[src/rtl/dbw_pkg.sv]
package dbw_pkg;
  typedef enum logic [2:0] {
    ST_IDLE, ST_L1_REQ, ST_L1_WAIT, ST_L2_REQ, ST_L2_WAIT, ST_DONE
  } walk_st_e;

  typedef enum logic [1:0] {
    L1_FAULT   = 2'b00,
    L1_TABLE   = 2'b01,
    L1_SECTION = 2'b10,
    L1_RSVD    = 2'b11
  } l1_kind_e;

  localparam logic [1:0] L2_SMALL = 2'b10;

  localparam logic [1:0] CFG_BASE0 = 2'd0;
  localparam logic [1:0] CFG_BASE1 = 2'd1;
  localparam logic [1:0] CFG_SPLIT = 2'd2;

  localparam int SECT_AP_LSB = 10;
  localparam int PAGE_AP_LSB = 4;
endpackage

[src/rtl/dbw_cfg_regs.sv]
module dbw_cfg_regs #(
  parameter int ADDR_W = 32,
  parameter int N_W    = 3
) (
  input  logic              clk_i,
  input  logic              rst_ni,
  input  logic              we_i,
  input  logic [1:0]        sel_i,
  input  logic [ADDR_W-1:0] wdata_i,
  output logic [ADDR_W-1:0] base0_o,
  output logic [ADDR_W-1:0] base1_o,
  output logic [N_W-1:0]    split_o
);
  import dbw_pkg::*;

  always_ff @(posedge clk_i or negedge rst_ni) begin
    if (!rst_ni) begin
      base0_o <= '0;
      base1_o <= '0;
      split_o <= '0;
    end else if (we_i) begin
      case (sel_i)
        CFG_BASE0: base0_o <= wdata_i;
        CFG_BASE1: base1_o <= wdata_i;
        CFG_SPLIT: split_o <= wdata_i[N_W-1:0];
        default: ;
      endcase
    end
  end
endmodule

[src/rtl/dbw_base_sel.sv]
module dbw_base_sel #(
  parameter int ADDR_W = 32,
  parameter int SECT_W = 12,
  parameter int N_W    = 3
) (
  input  logic [ADDR_W-1:0] va_i,
  input  logic [ADDR_W-1:0] base0_i,
  input  logic [ADDR_W-1:0] base1_i,
  input  logic [N_W-1:0]    split_i,
  output logic              use_hi_o,
  output logic [ADDR_W-1:0] l1_addr_o
);
  localparam int SH_W     = $clog2(ADDR_W) + 1;
  localparam int L1_ALIGN = SECT_W + 2;
  localparam int PAD_W    = ADDR_W - SECT_W - 2;

  logic [ADDR_W-1:0] hi_mask, align_mask, base;
  logic [N_W-1:0]    sh;
  logic [SECT_W-1:0] idx;

  always_comb begin
    hi_mask    = ~({ADDR_W{1'b1}} >> split_i);
    use_hi_o   = |(va_i & hi_mask);
    sh         = use_hi_o ? '0 : split_i;
    idx        = va_i[ADDR_W-1 -: SECT_W] & ({SECT_W{1'b1}} >> sh);
    align_mask = {ADDR_W{1'b1}} << (SH_W'(L1_ALIGN) - SH_W'(sh));
    base       = use_hi_o ? base1_i : base0_i;
    l1_addr_o  = (base & align_mask) | {{PAD_W{1'b0}}, idx, 2'b00};
  end
endmodule

[src/rtl/dbw_desc_decode.sv]
module dbw_desc_decode #(
  parameter int ADDR_W = 32,
  parameter int SECT_W = 12,
  parameter int PAGE_W = 12,
  parameter int PERM_W = 2
) (
  input  logic [ADDR_W-1:0]    va_i,
  input  logic [ADDR_W-1:0]    desc_i,
  output dbw_pkg::l1_kind_e    l1_kind_o,
  output logic [ADDR_W-1:0]    sect_pa_o,
  output logic [PERM_W-1:0]    sect_perm_o,
  output logic [ADDR_W-1:0]    l2_addr_o,
  output logic                 page_ok_o,
  output logic [ADDR_W-1:0]    page_pa_o,
  output logic [PERM_W-1:0]    page_perm_o
);
  import dbw_pkg::*;

  localparam int OFF_W    = ADDR_W - SECT_W;
  localparam int L2_IDX_W = OFF_W - PAGE_W;
  localparam int L2_ALIGN = L2_IDX_W + 2;

  always_comb begin
    l1_kind_o   = l1_kind_e'(desc_i[1:0]);
    sect_pa_o   = {desc_i[ADDR_W-1 -: SECT_W], va_i[OFF_W-1:0]};
    sect_perm_o = desc_i[SECT_AP_LSB +: PERM_W];
    l2_addr_o   = {desc_i[ADDR_W-1:L2_ALIGN], va_i[OFF_W-1:PAGE_W], 2'b00};
    page_ok_o   = (desc_i[1:0] == L2_SMALL);
    page_pa_o   = {desc_i[ADDR_W-1:PAGE_W], va_i[PAGE_W-1:0]};
    page_perm_o = desc_i[PAGE_AP_LSB +: PERM_W];
  end
endmodule

[src/rtl/dbw_walker.sv]
module dbw_walker #(
  parameter int ADDR_W = 32,
  parameter int SECT_W = 12,
  parameter int PAGE_W = 12,
  parameter int N_W    = 3,
  parameter int PERM_W = 2
) (
  input  logic              clk_i,
  input  logic              rst_ni,
  input  logic              cfg_we_i,
  input  logic [1:0]        cfg_sel_i,
  input  logic [ADDR_W-1:0] cfg_wdata_i,
  input  logic              req_valid_i,
  output logic              req_ready_o,
  input  logic [ADDR_W-1:0] req_va_i,
  output logic              mem_req_valid_o,
  input  logic              mem_req_ready_i,
  output logic [ADDR_W-1:0] mem_req_addr_o,
  input  logic              mem_rsp_valid_i,
  input  logic [ADDR_W-1:0] mem_rsp_data_i,
  output logic              res_valid_o,
  output logic              res_fault_o,
  output logic [ADDR_W-1:0] res_pa_o,
  output logic [PERM_W-1:0] res_perm_o
);
  import dbw_pkg::*;

  walk_st_e          state_q;
  logic [ADDR_W-1:0] va_q, addr_q, pa_q;
  logic [PERM_W-1:0] perm_q;
  logic              fault_q;

  logic [ADDR_W-1:0] base0, base1, l1_addr;
  logic [N_W-1:0]    split;
  logic              use_hi;

  l1_kind_e          l1_kind;
  logic [ADDR_W-1:0] sect_pa, l2_addr, page_pa;
  logic [PERM_W-1:0] sect_perm, page_perm;
  logic              page_ok;

  dbw_cfg_regs #(.ADDR_W(ADDR_W), .N_W(N_W)) u_cfg (
    .clk_i(clk_i), .rst_ni(rst_ni), .we_i(cfg_we_i), .sel_i(cfg_sel_i),
    .wdata_i(cfg_wdata_i), .base0_o(base0), .base1_o(base1), .split_o(split)
  );

  dbw_base_sel #(.ADDR_W(ADDR_W), .SECT_W(SECT_W), .N_W(N_W)) u_sel (
    .va_i(req_va_i), .base0_i(base0), .base1_i(base1), .split_i(split),
    .use_hi_o(use_hi), .l1_addr_o(l1_addr)
  );

  dbw_desc_decode #(.ADDR_W(ADDR_W), .SECT_W(SECT_W), .PAGE_W(PAGE_W),
                    .PERM_W(PERM_W)) u_dec (
    .va_i(va_q), .desc_i(mem_rsp_data_i), .l1_kind_o(l1_kind),
    .sect_pa_o(sect_pa), .sect_perm_o(sect_perm), .l2_addr_o(l2_addr),
    .page_ok_o(page_ok), .page_pa_o(page_pa), .page_perm_o(page_perm)
  );

  always_ff @(posedge clk_i or negedge rst_ni) begin
    if (!rst_ni) begin
      state_q <= ST_IDLE;
      va_q    <= '0;
      addr_q  <= '0;
      pa_q    <= '0;
      perm_q  <= '0;
      fault_q <= 1'b0;
    end else begin
      case (state_q)
        ST_IDLE: if (req_valid_i) begin
          va_q    <= req_va_i;
          addr_q  <= l1_addr;  // base chosen at acceptance
          state_q <= ST_L1_REQ;
        end
        ST_L1_REQ: if (mem_req_ready_i) state_q <= ST_L1_WAIT;
        ST_L1_WAIT: if (mem_rsp_valid_i) begin
          case (l1_kind)
            L1_SECTION: begin
              pa_q    <= sect_pa;
              perm_q  <= sect_perm;
              fault_q <= 1'b0;
              state_q <= ST_DONE;
            end
            L1_TABLE: begin
              addr_q  <= l2_addr;
              state_q <= ST_L2_REQ;
            end
            default: begin
              pa_q    <= '0;
              perm_q  <= '0;
              fault_q <= 1'b1;
              state_q <= ST_DONE;
            end
          endcase
        end
        ST_L2_REQ: if (mem_req_ready_i) state_q <= ST_L2_WAIT;
        ST_L2_WAIT: if (mem_rsp_valid_i) begin
          pa_q    <= page_ok ? page_pa : '0;
          perm_q  <= page_ok ? page_perm : '0;
          fault_q <= !page_ok;
          state_q <= ST_DONE;
        end
        default: state_q <= ST_IDLE;
      endcase
    end
  end

  assign req_ready_o     = (state_q == ST_IDLE);
  assign mem_req_valid_o = (state_q == ST_L1_REQ) || (state_q == ST_L2_REQ);
  assign mem_req_addr_o  = addr_q;
  assign res_valid_o     = (state_q == ST_DONE);
  assign res_fault_o     = fault_q;
  assign res_pa_o        = pa_q;
  assign res_perm_o      = perm_q;

  // request held with its address until taken
  a_r8_req_hold: assert property (@(posedge clk_i) disable iff (!rst_ni)
    mem_req_valid_o && !mem_req_ready_i |=> mem_req_valid_o && $stable(mem_req_addr_o));

  // result is a one-cycle pulse, then idle
  a_r9_res_pulse: assert property (@(posedge clk_i) disable iff (!rst_ni)
    res_valid_o |=> !res_valid_o && req_ready_o);

  // no read while idle, so never two walks
  a_r9_idle_quiet: assert property (@(posedge clk_i) disable iff (!rst_ni)
    req_ready_o |-> !mem_req_valid_o && !res_valid_o);

  // faults carry zero address and permission
  a_r7_fault_zero: assert property (@(posedge clk_i) disable iff (!rst_ni)
    res_valid_o && res_fault_o |-> res_pa_o == '0 && res_perm_o == '0);

  // zero split never selects the high base
  a_r2_split0_low: assert property (@(posedge clk_i) disable iff (!rst_ni)
    split == '0 |-> !use_hi);

  // second-level read only follows a table-pointer response
  a_r6_l2_after_l1: assert property (@(posedge clk_i) disable iff (!rst_ni)
    $rose(state_q == ST_L2_REQ) |-> $past(state_q) == ST_L1_WAIT
                                    && $past(l1_kind) == L1_TABLE);

  // walk address frozen while busy
  a_r10_va_frozen: assert property (@(posedge clk_i) disable iff (!rst_ni)
    !req_ready_o && !res_valid_o |=> $stable(va_q));
endmodule

[config.mk]
export PLATFORM = sky130hd
export DESIGN_NAME = dbw_walker
export DESIGN_NICKNAME = d
export VERILOG_FILES = /design/src/rtl/dbw_pkg.sv /design/src/rtl/dbw_cfg_regs.sv /design/src/rtl/dbw_base_sel.sv /design/src/rtl/dbw_desc_decode.sv /design/src/rtl/dbw_walker.sv
export SDC_FILE = /design/constraint.sdc
export NUM_CORES = 1
export LEC_CHECK = 0
export ABC_AREA = 1
export BUFFER_PORTS_ARGS = -buffer_cell sky130_fd_sc_hd__buf_2
export CAP_MARGIN = 15
export CORE_MARGIN = 3
export CORE_UTILIZATION = 35
export DETAILED_ROUTE_END_ITERATION = 8
export GPL_TIMING_DRIVEN = 0
export PLACE_DENSITY_LB_ADDON = 0.08
export SLEW_MARGIN = 20
export SYNTH_ARGS = -nofsm -noshare
export SYNTH_HDL_FRONTEND = slang
export SYNTH_SLANG_ARGS = --single-unit
[constraint.sdc]
create_clock -name clk_i -period 6.4 [get_ports clk_i]
set_input_delay 0.64 -clock clk_i [delete_from_list [all_inputs] [get_ports clk_i]]
set_output_delay 0.64 -clock clk_i [all_outputs]
set_load 0.03 [all_outputs]
## Word level (Yosys, flattened, before mapping)

Cells that the tools add are included.

| cells by class | value |
|---|---|
| reduce and logical (&&, ||, !) cells | 14 |
| bitwise gates (word level) | 5 |
| shifts and indexed selects | 3 |
| add/subtract/negate cells | 1 |
| multiplexer cells | 27 |
| equal/unequal tests | 16 |

Operators with widths:

| kind | number |
|---|---|
| $mux 32 | 7 |
| $pmux 32 s2 | 3 |
| $and 32x32->32 | 2 |
| $not 32->32 | 1 |
| $or 32x14->32 | 1 |
| $reduce_or 32->1 | 1 |
| $shl 32x6->32 const A | 1 |
| $shr 32x3->32 const A | 1 |
| $mux 3 | 7 |
| $pmux 3 s5 | 1 |
| $ne 2x2->1 const B | 7 |
| $and 12x12->12 | 1 |
| $shr 12x3->12 const A | 1 |
| $pmux 2 s2 | 2 |
| $reduce_and 2->1 | 4 |
| $reduce_and 4->1 | 2 |
| $eq 3x2->1 const B | 2 |
| $eq 3x3->1 const B | 2 |
| $mux 2 | 3 |
| $reduce_and 5->1 | 1 |
| $sub 4x3->5 const A | 1 |
| $eq 2x1->1 const B | 2 |
| $eq 2x2->1 const B | 2 |
| $pmux 1 s2 | 2 |
| 7 further kinds | 9 |

| word-level totals | value |
|---|---|
| output and inout port bits | 70 |
| logic and storage cells | 75 |
| input bits | 104 |
| register bits | 157 |

## Depth between registers and ports, before layout

| depth | value |
|---|---|
| depth after elaboration | 11 |
| gate-level depth with buffers | 18 |
| mapped depth without buffers | 16 |

## By module

From an unflattened synthesis, not the netlist that was laid out.

| second synthesis, totals | value |
|---|---|
| cell total of the unflattened synthesis | 1300 |
| area total of the unflattened synthesis | 9781.9 um^2 |

By module, submodules not included:

| module | times used | cells an instance | area an instance (um^2) | sequential area each (um^2) |
|---|---|---|---|---|
| dbw_walker | 1 | 691 | 4991.0 | 2552.4 |
| dbw_cfg_regs | 1 | 298 | 3091.7 | 1676.6 |
| dbw_base_sel | 1 | 206 | 919.6 | 0.0 |
| dbw_desc_decode | 1 | 105 | 779.5 | 0.0 |

## Worst setup path before layout

Ideal clock, no wire load.

| timing path | value |
|---|---|
| kind | input to register |
| from | input port req_va_i[31] |
| to | register addr_q[13], in the netlist mem_req_addr_o[13] |
| setup time | 0.117 ns |
| data arrival time | 2.329 ns |
| data required time | 6.283 ns |
| stages on the path | 15 |
| setup slack | 3.954 ns |
| buffers on the path | 1 |
| cells stage by stage | inv_1 > nand2_1 > o21ai_1 > nand3_1 > buf_2 > nor2_1 > ha_1 > inv_1 > ha_1 > nor2_1 > nand2_1 > nand2_1 > nand2_1 > nand2_1 > nand2_1 |

| between the ends | value |
|---|---|
| word-level cells in the longest chain between the ends | 9 |
| elaborated cells between the ends (all ways) | 12 |
| those cells by class | add/sub: 1; shift: 2; mux: 4; bitwise: 4; reduce/logical: 1 |

RTL lines:

| item | line | source |
|---|---|---|
| start: declaration | dbw_walker.sv:15 | `input logic [ADDR_W-1:0] req_va_i,` |
| $and 32x32->32 | dbw_base_sel.sv:23 | `use_hi_o = \|(va_i & hi_mask);` |
| $reduce_or 32->1 | dbw_base_sel.sv:23 |  |
| $mux 3 | dbw_base_sel.sv:24 | `sh = use_hi_o ? '0 : split_i;` |
| $sub 4x3->5 | dbw_base_sel.sv:26 | `align_mask = {ADDR_W{1'b1}} << (SH_W'(L1_ALIGN) - SH_W'(sh));` |
| $shl 32x6->32 | dbw_base_sel.sv:26 |  |
| $and 32x32->32 | dbw_base_sel.sv:28 | `l1_addr_o = (base & align_mask) \| {{PAD_W{1'b0}}, idx, 2'b00};` |
| $or 32x14->32 * | dbw_base_sel.sv:28 |  |
| $mux 32 * | dbw_walker.sv:69 | `ST_IDLE: if (req_valid_i) begin` |
| $pmux 32 s2 * | dbw_walker.sv:68 | `case (state_q)` |
| end signal: assignment | dbw_walker.sv:71 | `addr_q <= l1_addr;` |
| end signal: assignment | dbw_walker.sv:84 | `addr_q <= l2_addr;` |
| end: declaration | dbw_walker.sv:29 | `logic [ADDR_W-1:0] va_q, addr_q, pa_q;` |

Mark *: on every way between the ends. The rest lies on a longest branch, timed or not. The select of a mux whose other input is x is not followed.
A chain may end at the register's enable or synchronous reset.

## Worst setup path after layout

| timing path | value |
|---|---|
| from | register u_cfg.split_o[1] |
| to | register addr_q[1], in the netlist mem_req_addr_o[1] |

| between the ends | value |
|---|---|
| word-level cells in the longest chain between the ends | 11 |
| elaborated cells between the ends (all ways) | 12 |
| those cells by class | add/sub: 1; shift: 2; mux: 4; bitwise: 4; reduce/logical: 1 |

RTL lines:

| item | line | source |
|---|---|---|
| start: declaration | dbw_cfg_regs.sv:12 | `output logic [N_W-1:0] split_o` |
| start signal: assignment | dbw_cfg_regs.sv:25 | `CFG_SPLIT: split_o <= wdata_i[N_W-1:0];` |
| $shr 32x3->32 | dbw_base_sel.sv:22 | `hi_mask = ~({ADDR_W{1'b1}} >> split_i);` |
| $not 32->32 | dbw_base_sel.sv:22 |  |
| $and 32x32->32 | dbw_base_sel.sv:23 |  |
| $reduce_or 32->1 | dbw_base_sel.sv:23 |  |
| $mux 3 | dbw_base_sel.sv:24 |  |
| $sub 4x3->5 | dbw_base_sel.sv:26 |  |
| $shl 32x6->32 | dbw_base_sel.sv:26 |  |
| $and 32x32->32 * | dbw_base_sel.sv:28 |  |
| $or 32x14->32 * | dbw_base_sel.sv:28 |  |
| $mux 32 * | dbw_walker.sv:69 |  |
| $pmux 32 s2 * | dbw_walker.sv:68 |  |

Marks and branches as above.

==> qor.txt <==
post-CTS setup-driven buffer insertion count: 0
complex-gate fraction of the synthesized area: 14.7%
Simple-Gate Fraction of Synth Area: 20.7%
pin count of the biggest net entering global routing: 85
Total Routed Length: 20700 um
min cycle time layout: 2.80 ns
prevailing post-synth register cell: dfrtp_1
sequential element share of the synthesized area: 55.2%
maximum fanout encountered on the critical timing path: 10
global-route wire length before repair: 32900 um
reg-to-reg endpoint: mem_req_addr_o[1]$_DFFE_PN0P_
post-detailed-route count of antenna-violating nets: 0
uppermost layer routed: met4
share of cells above drive strength 1: 23.6%
die footprint: 21700 um2
dpl hpwl: 15600 um
dominant combinational cell family by area after synthesis: simple AND/OR/NAND/NOR gates
vias in the first global route: 5854
last weighted congestion value of the routability-driven placer: 0.794
cell area power density: 458 nW/um2
number of sinks driven by the clock tree: 154
Detail Route met2 WL: 9520 um
share of synthesized cell area in full adder, half adder and majority cells: 1.08%
CTS Buf Count: 17
clock transition at the registers of the reported paths: 0.07 ns
antenna violations before repair: 0
I/O pins: 174
setup repair after global routing missed its margin: no
synthesized area divided by synthesized cell count: 8.36 um2
number of warnings issued by yosys: 0
number of H-tree branching levels: 4
number of antenna cells inserted: 0
class of the most critical hold timing path: in2async
FF-to-FF setup slack: 3.60 ns
number of buffer cells added on primary ports: 167
final setup violating endpoints: 0
chip width: 147 um
critical path type: reg2reg
Vert. Die Dim: 147 um
DRC violation count after routing: 0
count of routing violations after the opening detailed-route iteration: 274
worst-case clock skew: 0.00983 ns
cells on worst reg2reg path: 12
Max transition margin: 55.3%
area growth from synthesis to layout: 25.7%
number of resized instances in the post-cts repair step: 0
r2r startpoint: u_cfg.split_o[1]$_DFFE_PN0P_
timing endpoint of the critical path: mem_req_addr_o[1]$_DFFE_PN0P_
final-stage net count: 1132
via density per instance: 4.58
worst endpoint required time: 6.75 ns
synthesized area: 6980 um2
VDD IR-drop max: 0.187 mV
final count of hold timing violations: 0
Setup Total Neg Slack: 0 ns
Tot Pwr: 4.01 mW
number of buffers inserted by hold repair at cts: 0
nature of the critical path startpoint: register
area taken by multi-input logic gates: 2570 um2
CTS tree: built
sum of met3 wire segment lengths after detailed routing: 881 um
storage element area: 3850 um2
post-placement setup slack: 3.33 ns
final setup slack of the worst path: 3.60 ns
slew at the pin with the worst max-slew slack: 0.671 ns
Filler Cells Inserted: 2054
number of distinct library cells after synthesis: 29
clock latency at the later pin of the worst-skew pair: 0.42 ns
total via count after detailed routing: 5957
parity-gate share of the synthesized area counting xor and xnor cells: 0%
final slew viol count: 0
Routed WL per cell: 15.9 um
remaining global-route overflow: 0
GRT Resource Usage Total: 19.5%
Max Fclk: 357 MHz
sort of element at the end of the critical path: register
Core Region: 19500 um2
number of synthesized register bits: 154
starting utilization of the core area: 35.7%
Final period util: 43.8%
Max Root-Sink Buffers: 2
proportion of synthesized flip-flops having asynchronous set or reset: 100%
number of max-cap violations: 0
number of cells produced by synthesis: 835
synthesized net count: 945
outcome: completed
WP data arrival: 3.15 ns
Worst Setup SP: u_cfg.split_o[1]$_DFFE_PN0P_
Pleak: 4.81 nW
number of iterations in the first detailed-routing pass: 5
share of cell area taken by muxes after synthesis: 0.430%
number of placement rows: 51
EDFF count, synth: 0
Metal-1 WL: 10100 um
cell chosen for the clock root: clkbuf_16
## worst min-delay path by stage
stage | startpoint | to | slack [ns]
after global routing | rst_ni | mem_req_addr_o[6]$_DFFE_PN0P_ | 0.25
after CTS | rst_ni | mem_req_addr_o[6]$_DFFE_PN0P_ | 0.25
after floorplan | rst_ni | mem_req_addr_o[0]$_DFFE_PN0P_ | 0.34
after detailed placement | mem_req_addr_o[29]$_DFFE_PN0P_ | mem_req_addr_o[29]$_DFFE_PN0P_ | 0.46
after global placement | mem_req_addr_o[20]$_DFFE_PN0P_ | mem_req_addr_o[20]$_DFFE_PN0P_ | 0.46
final | rst_ni | mem_req_addr_o[6]$_DFFE_PN0P_ | 0.21
## synth_stat cells (2+ instances only)
| cell type | number | area [um2] |
|---|---|---|
| o211ai_1 | 19 | 143 |
| nor2_8 | 2 | 40.0 |
| nand3_1 | 17 | 85.1 |
| a21oi_1 | 29 | 145 |
| dfrtp_1 | 154 | 3850 |
| clkbuf_1 | 17 | 63.8 |
| inv_1 | 90 | 338 |
| nor2_1 | 46 | 173 |
| ha_1 | 6 | 75.1 |
| nand2_4 | 2 | 22.5 |
| buf_2 | 20 | 100 |
| buf_4 | 3 | 22.5 |
| or2_2 | 6 | 37.5 |
| nor3_1 | 4 | 20.0 |
| o21ai_0 | 102 | 510 |
| o22ai_1 | 2 | 12.5 |
| nand4_1 | 2 | 12.5 |
| a22o_1 | 18 | 158 |
| o21ai_1 | 8 | 40.0 |
| nand2_1 | 272 | 1020 |
| inv_2 | 6 | 22.5 |
| mux2i_1 | 3 | 30.0 |
## registers in the layout (all words and copies together) (netlist names), 2 cells and up
signal,cells
mem_req_addr_o,32
u_cfg.split_o,3
res_pa_o,32
res_perm_o,2
u_cfg.base1_o,29
va_q,20
u_cfg.base0_o,32
state_q,3
## area by class of cell
class,count,share of cell area [%]
plain buffers,40,2.13
clock buffers,19,5.16
clock inverters,13,1.51
inverters,97,4.18
multi-input cells,544,29.3
flip-flops and latches,154,43.9
well taps,265,3.78
repair buffers,168,9.96
## logic make-up after synthesis
kind of cell | Yosys count
fa+ha+maj | 6
simple gates | 355
mux | 3
buf+inv | 137
compound gates | 180
flops | 154
## layout by cell type (no fill, tap or decap), types with 3 or more instances in the layout
master,instances
inv_2,6
o211ai_1,19
a22o_1,18
clkbuf_16,17
nor2_1,46
ha_1,6
nor3_1,4
clkbuf_1,17
a21oi_1,29
o21ai_1,8
clkinv_4,4
nand2_1,272
dfrtp_1,154
inv_1,90
buf_4,3
buf_2,186
nand3_1,17
inv_6,5
or2_2,6
o21ai_0,102
mux2i_1,3
## layer usage
metal	up-vias	global-route usage (%)
met2	126	30.8
met4	0	4.24
li1	3029	-
met1	2787	28.1
met5	-	0
met3	15	3.89
## where the power goes
part	internal [mW]	total [mW]	switching (mW)
Combinational	0.472	1.55	1.08
Sequential	1.29	1.46	0.174
Clock	0.567	1.00	0.434
## worst max-delay path, cell delays in order, from the launching register on
cell and delay (ns):
dfrtp_1 0.35, buf_2 0.17, o21ai_1 0.25, nand3_1 0.24
buf_2 0.28, nor2_1 0.22, ha_1 0.23, inv_1 0.07
ha_1 0.35, inv_1 0.10, nor3_1 0.24, nand3_1 0.15
nand2_1 0.08
## per-stage QoR
stage | hold WS [ns] | std cells | util [%] | cell area (um2)
final | 0.213 | 1300 | 44.9 | 8770
after global routing | 0.249 | 1300 | 44.9 | 8770
after global placement | 0.460 | 1267 | 41.7 | 8150
after floorplan | 0.344 | 835 | - | 6980
after detailed placement | 0.461 | 1268 | 41.9 | 8180
after CTS | 0.247 | 1300 | 44.9 | 8770
Note: power is estimated with default switching activity, not from simulation.
